==> config.mk <==
export PLATFORM = sky130hd
export DESIGN_NAME = uart_lpbk_ctrl
export DESIGN_NICKNAME = d
export VERILOG_FILES = /design/src/rtl/uart_lpbk_pkg.sv /design/src/rtl/uart_lpbk_modem.sv /design/src/rtl/uart_lpbk_push.sv /design/src/rtl/uart_lpbk_ctrl.sv
export SDC_FILE = /design/constraint.sdc
export NUM_CORES = 1
export LEC_CHECK = 0
export ABC_AREA = 1
export ABC_CLOCK_PERIOD_IN_PS = 1480
export BUFFER_PORTS_ARGS = -buffer_cell sky130_fd_sc_hd__buf_2
export CAP_MARGIN = 20
export CORE_ASPECT_RATIO = 1.1
export CORE_MARGIN = 4
export CORE_UTILIZATION = 43
export DETAILED_ROUTE_END_ITERATION = 8
export GPL_TIMING_DRIVEN = 0
export PLACE_DENSITY = 0.83
export SKIP_CTS_REPAIR_TIMING = 1
export SYNTH_ARGS = -nofsm -noshare
export SYNTH_HDL_FRONTEND = slang
export SYNTH_SLANG_ARGS = --single-unit
==> constraint.sdc <==
create_clock -name clk -period 1.48 [get_ports clk]
set_input_delay 0.222 -clock clk [delete_from_list [all_inputs] [get_ports clk]]
set_output_delay 0.222 -clock clk [all_outputs]
set_load 0.1 [all_outputs]
==> src/rtl/uart_lpbk_pkg.sv <==
package uart_lpbk_pkg;
  localparam int CTL_W    = 5;
  localparam int CTL_LPBK = 0;
  localparam int CTL_DTR  = 1;
  localparam int CTL_RTS  = 2;
  localparam int CTL_OUT1 = 3;
  localparam int CTL_OUT2 = 4;

  localparam int MDM_W   = 4;
  localparam int MDM_RI  = 0;
  localparam int MDM_DCD = 1;
  localparam int MDM_CTS = 2;
  localparam int MDM_DSR = 3;

  // Cross-map control outputs onto modem status positions.
  function automatic logic [MDM_W-1:0] ctl_to_mdm(input logic [CTL_W-1:0] c);
    logic [MDM_W-1:0] m;
    m          = '0;
    m[MDM_RI]  = c[CTL_OUT2];
    m[MDM_DCD] = c[CTL_OUT1];
    m[MDM_CTS] = c[CTL_RTS];
    m[MDM_DSR] = c[CTL_DTR];
    return m;
  endfunction
endpackage

==> src/rtl/uart_lpbk_modem.sv <==
module uart_lpbk_modem
  import uart_lpbk_pkg::*;
(
  input  logic             clk,
  input  logic             rst_n,
  input  logic             ctl_wr_en,
  input  logic [CTL_W-1:0] ctl_wr_data,
  input  logic             lpbk_on,
  input  logic [MDM_W-1:0] mdm_pins,
  input  logic [MDM_W-1:0] ms_irq_clr,
  output logic [MDM_W-1:0] mdm_flags,
  output logic [MDM_W-1:0] ms_irq
);
  logic             lb_write;
  logic [MDM_W-1:0] mapped;

  assign lb_write = ctl_wr_en && ctl_wr_data[CTL_LPBK];
  assign mapped   = ctl_to_mdm(ctl_wr_data);

  always_ff @(posedge clk or negedge rst_n) begin
    if (!rst_n) begin
      mdm_flags <= '0;
    end else if (lb_write) begin
      mdm_flags <= mapped;
    end else if (!lpbk_on) begin
      mdm_flags <= mdm_pins;
    end
  end

  for (genvar i = 0; i < MDM_W; i++) begin : g_irq
    always_ff @(posedge clk or negedge rst_n) begin
      if (!rst_n) begin
        ms_irq[i] <= 1'b0;
      end else if (lb_write) begin
        ms_irq[i] <= mapped[i];
      end else if (ms_irq_clr[i]) begin
        ms_irq[i] <= 1'b0;
      end
    end
  end
endmodule

==> src/rtl/uart_lpbk_push.sv <==
module uart_lpbk_push #(
  parameter int DATA_W = 8,
  parameter int WORD_W = DATA_W + 3
) (
  input  logic              clk,
  input  logic              rst_n,
  input  logic              lpbk_on,
  input  logic              brk_trig,
  input  logic              tx_valid,
  input  logic [DATA_W-1:0] tx_data,
  output logic              tx_ready,
  input  logic              rx_valid,
  input  logic [DATA_W-1:0] rx_data,
  output logic              rx_ready,
  output logic              push_valid,
  output logic [WORD_W-1:0] push_data,
  input  logic              push_ready
);
  localparam int BRK_BIT = WORD_W - 1;
  localparam logic [WORD_W-1:0] BRK_WORD = WORD_W'(1) << BRK_BIT;

  logic slot_free, brk_want, brk_go, brk_pend;
  logic tx_go, rx_go, load;
  logic [WORD_W-1:0] load_word;

  assign slot_free = !push_valid || push_ready;
  assign brk_want  = lpbk_on && (brk_trig || brk_pend);
  assign tx_go     = lpbk_on && tx_valid && slot_free;
  assign brk_go    = brk_want && slot_free && !tx_valid;
  assign rx_go     = !lpbk_on && rx_valid && slot_free;
  assign tx_ready  = lpbk_on ? slot_free : 1'b1;
  assign rx_ready  = lpbk_on ? 1'b1 : slot_free;
  assign load      = tx_go || brk_go || rx_go;

  always_comb begin
    if (tx_go)       load_word = WORD_W'(tx_data);
    else if (brk_go) load_word = BRK_WORD;
    else             load_word = WORD_W'(rx_data);
  end

  always_ff @(posedge clk or negedge rst_n) begin
    if (!rst_n) begin
      brk_pend   <= 1'b0;
      push_valid <= 1'b0;
      push_data  <= '0;
    end else begin
      brk_pend <= brk_want && !brk_go;
      if (load) begin
        push_valid <= 1'b1;
        push_data  <= load_word;
      end else if (push_ready) begin
        push_valid <= 1'b0;
      end
    end
  end
endmodule

==> src/rtl/uart_lpbk_ctrl.sv <==
module uart_lpbk_ctrl
  import uart_lpbk_pkg::*;
#(
  parameter int DATA_W = 8,
  parameter int WORD_W = DATA_W + 3
) (
  input  logic              clk,
  input  logic              rst_n,
  input  logic              ctl_wr_en,
  input  logic [CTL_W-1:0]  ctl_wr_data,
  input  logic              lcr_wr_en,
  input  logic              lcr_brk,
  input  logic [MDM_W-1:0]  mdm_pins,
  input  logic [MDM_W-1:0]  ms_irq_clr,
  input  logic              tx_valid,
  input  logic [DATA_W-1:0] tx_data,
  output logic              tx_ready,
  input  logic              rx_valid,
  input  logic [DATA_W-1:0] rx_data,
  output logic              rx_ready,
  output logic              push_valid,
  output logic [WORD_W-1:0] push_data,
  input  logic              push_ready,
  output logic [MDM_W-1:0]  mdm_flags,
  output logic [MDM_W-1:0]  ms_irq
);
  logic [CTL_W-1:0] ctl_q;
  logic             brk_q;
  logic             lpbk_on;
  logic             brk_trig;

  assign lpbk_on  = ctl_q[CTL_LPBK];
  assign brk_trig = lcr_wr_en && lcr_brk && !brk_q;

  always_ff @(posedge clk or negedge rst_n) begin
    if (!rst_n) begin
      ctl_q <= '0;
      brk_q <= 1'b0;
    end else begin
      if (ctl_wr_en) ctl_q <= ctl_wr_data;
      if (lcr_wr_en) brk_q <= lcr_brk;
    end
  end

  uart_lpbk_modem u_modem (
    .clk        (clk),
    .rst_n      (rst_n),
    .ctl_wr_en  (ctl_wr_en),
    .ctl_wr_data(ctl_wr_data),
    .lpbk_on    (lpbk_on),
    .mdm_pins   (mdm_pins),
    .ms_irq_clr (ms_irq_clr),
    .mdm_flags  (mdm_flags),
    .ms_irq     (ms_irq)
  );

  uart_lpbk_push #(.DATA_W(DATA_W), .WORD_W(WORD_W)) u_push (
    .clk       (clk),
    .rst_n     (rst_n),
    .lpbk_on   (lpbk_on),
    .brk_trig  (brk_trig),
    .tx_valid  (tx_valid),
    .tx_data   (tx_data),
    .tx_ready  (tx_ready),
    .rx_valid  (rx_valid),
    .rx_data   (rx_data),
    .rx_ready  (rx_ready),
    .push_valid(push_valid),
    .push_data (push_data),
    .push_ready(push_ready)
  );
endmodule

==> results.cfg <==
[outcome]
status = finished, final reports clean

[yosys]
yosys.area_share.simple = 0.3524
ys_ff_latch = 21
synth_top_family_by_area = simple AND/OR/NAND/NOR gates
syn_area_per_cell_sq_um = 8.248
ys_types = 20
syn_area_sq_um = 1072
synthAdderAreaFrac = 0
yosysSeqAreaShare = 0.4901
muxShareOfSynthArea = 0
synth-compound-area-share = 0.06301
synth_xor_area_frac = 0
netlist_instances = 130
yosysWarnings = 0

[routing]
first_pass_iters = 4
drt-total-wl_um = 2588
wire_per_inst_um = 11.55
vias = 1090
drtIter0Drc = 27
viasPerCell = 4.866
drtAntennaViolNets = 0
drc = 0

[layout]
final_cell_mix = 54 x buf_2, 43 x nand2_1, 23 x nand3_1
fin_util = 0.6472
final_nets = 232
layout_commonest_cell = buf_2
syn2layout_area_growth_pct = 40.02
drive_gt1_frac = 0.4021
antenna_cells = 0

[setup_path]
startpoint_type = register
path_max_fanout = 3
required_ns = 1.26
path_cells = buf_2
critPathMaxStageDelay_ns = 0.48
critical_path_buf_inv_count = 1
critPathSlowestCell = dfrtp_4
cp.arrival_ns = 1.22
critPathTopFamily = flip-flops
end_kind = primary output
critPathKind = register to primary output

[clock_tree]
clk_path_buf_depth = 2
numCtsBuffers = 3
path_clk_slew_ns = 0.12
cts.htree.levels = 1
cts.sinks = 21
cts_root_buf = clkbuf_4
clk_latency_ns = 0.29
cts_tree = done

[power_and_ir_drop]
p_comb_frac = 0.530
total_power_w = 0.002139
switchingPower_w = 0.001151
vdd_ir_drop_max_uv = 886.3
pwr-share-seq = 0.343
p_leak_nw = 0.8549
power_density_nw_per_um2 = 1425
clkPwrFrac = 0.127
p_int_w = 0.0009876
switching_share = 0.5383

[die]
core.rowCount = 18
core-area_sq_um = 2320
io_pins = 59
start_util = 0.4622
die-height_um = 60.38
die_x_um = 55.61
dieArea_sq_um = 3357

[global_routing]
grt_pass1_vias = 1003
grt_busiest_layer = met2
use_met2 = 0.2601
grt_antenna_before_repair = 0
met3_usage = 0.03404
grt_overflow_total = 0
grt_pass1_wl_um = 3981
grt_max_degree = 22
track_usage = 0.1487
gr-usage-met1 = 0.1827

[place]
dp_hpwl_um = 1977
gp_congestion = 0.8209
portBuffers = 56

[sta]
setup_viol = 0
fin_crit_sh = 0.9753
hold_viol_final = 0
skew_ns = 0.004433
max_freq_mhz = 692.8
final.min_clock_period_ns = 1.443
maxSlewViolCount = 0

[min_path]
hp-class = primary input to register

[run]
maxCapViolCount = 0
-- metal layers --
layer / wire length (um) / up-vias
met5: 0 / -
li1: - / 549
met2: 1231 / 51
met3: 249 / 2
met1: 1096 / 488
met4: 10 / 0
-- state kept, by name (all words and copies together) (netlist names) --
signal and cells:
u_modem.ms_irq 4, u_push.push_data 9, brk_q 1, u_push.brk_pend 1, ctl_q 1, u_push.push_valid 1
u_modem.mdm_flags 4
-- cell families after synthesis --
family	count (synthesis)
compound gates	10
simple gates	78
flops	21
other cells	1
buf+inv	20
-- cell type report --
type                       instances  area [sq um]
clock buffer                       4         26.28
inverter                          16         62.56
multi-input combinational         90         471.7
timing repair buffer              59         335.3
fill                             221         818.3
buffer                             4         37.54
sequential                        21         530.5
tap                               30         37.54
-- final timing paths --
kind,from,endpoint,slack (ns),cells after the start
worst max-delay path,u_push.push_valid$_DFFE_PN0P_,push_valid,0.04,1
worst min-delay path,ms_irq_clr[1],u_modem.ms_irq[1]$_DFFE_PN0P_,0.09,2
worst max register to register,u_push.push_valid$_DFFE_PN0P_,u_push.push_data[3]$_DFFE_PN0P_,0.09,7
worst min register to register,u_modem.mdm_flags[2]$_DFFE_PN0P_,u_modem.mdm_flags[2]$_DFFE_PN0P_,0.50,2
max in group asynchronous,rst_n,u_push.push_valid$_DFFE_PN0P_,0.74,2
min in group asynchronous,rst_n,u_push.push_data[7]$_DFFE_PN0P_,0.39,2
-- power by group through the flow --
stage	combinational (W)	clock (W)	sequential, W
after floorplan	0.000253	0	0.00138
after CTS	0.00111	0.000274	0.000725
after global routing	0.00119	0.000307	0.000745
after detailed placement	0.00110	0	0.000736
after global placement	0.00109	0	0.000732
final	0.00113	0.000272	0.000734
-- cells in the mapped netlist (all sizes together) --
cell type	count	area [sq um]
nand4	2	12.51
dfrtp	21	525.5
nand3	27	177.7
buf	4	37.53
nor2	2	7.510
inv	15	56.31
nor3	1	5.000
conb	1	3.750
nand2	46	175.2
clkinv	1	3.750
a21oi	2	13.76
o21ai	4	23.77
o31ai	4	30.03
-- through the flow --
stage	setup WS (ns)	instances	cell area (sq um)	hold slack (ns)	setup TNS [ns]
floorplan	-0.02642	131	1085	-0.07359	-0.05284
global placement	0.05626	217	1403	0.2012	0
detailed placement	0.05054	217	1403	0.2078	0
CTS	-0.2920	221	1429	-0.1229	-0.5787
global route	-0.009001	224	1501	0.07668	-0.02084
finish	0.03657	224	1501	0.08694	0
Note: power is estimated with default switching activity, not from simulation.
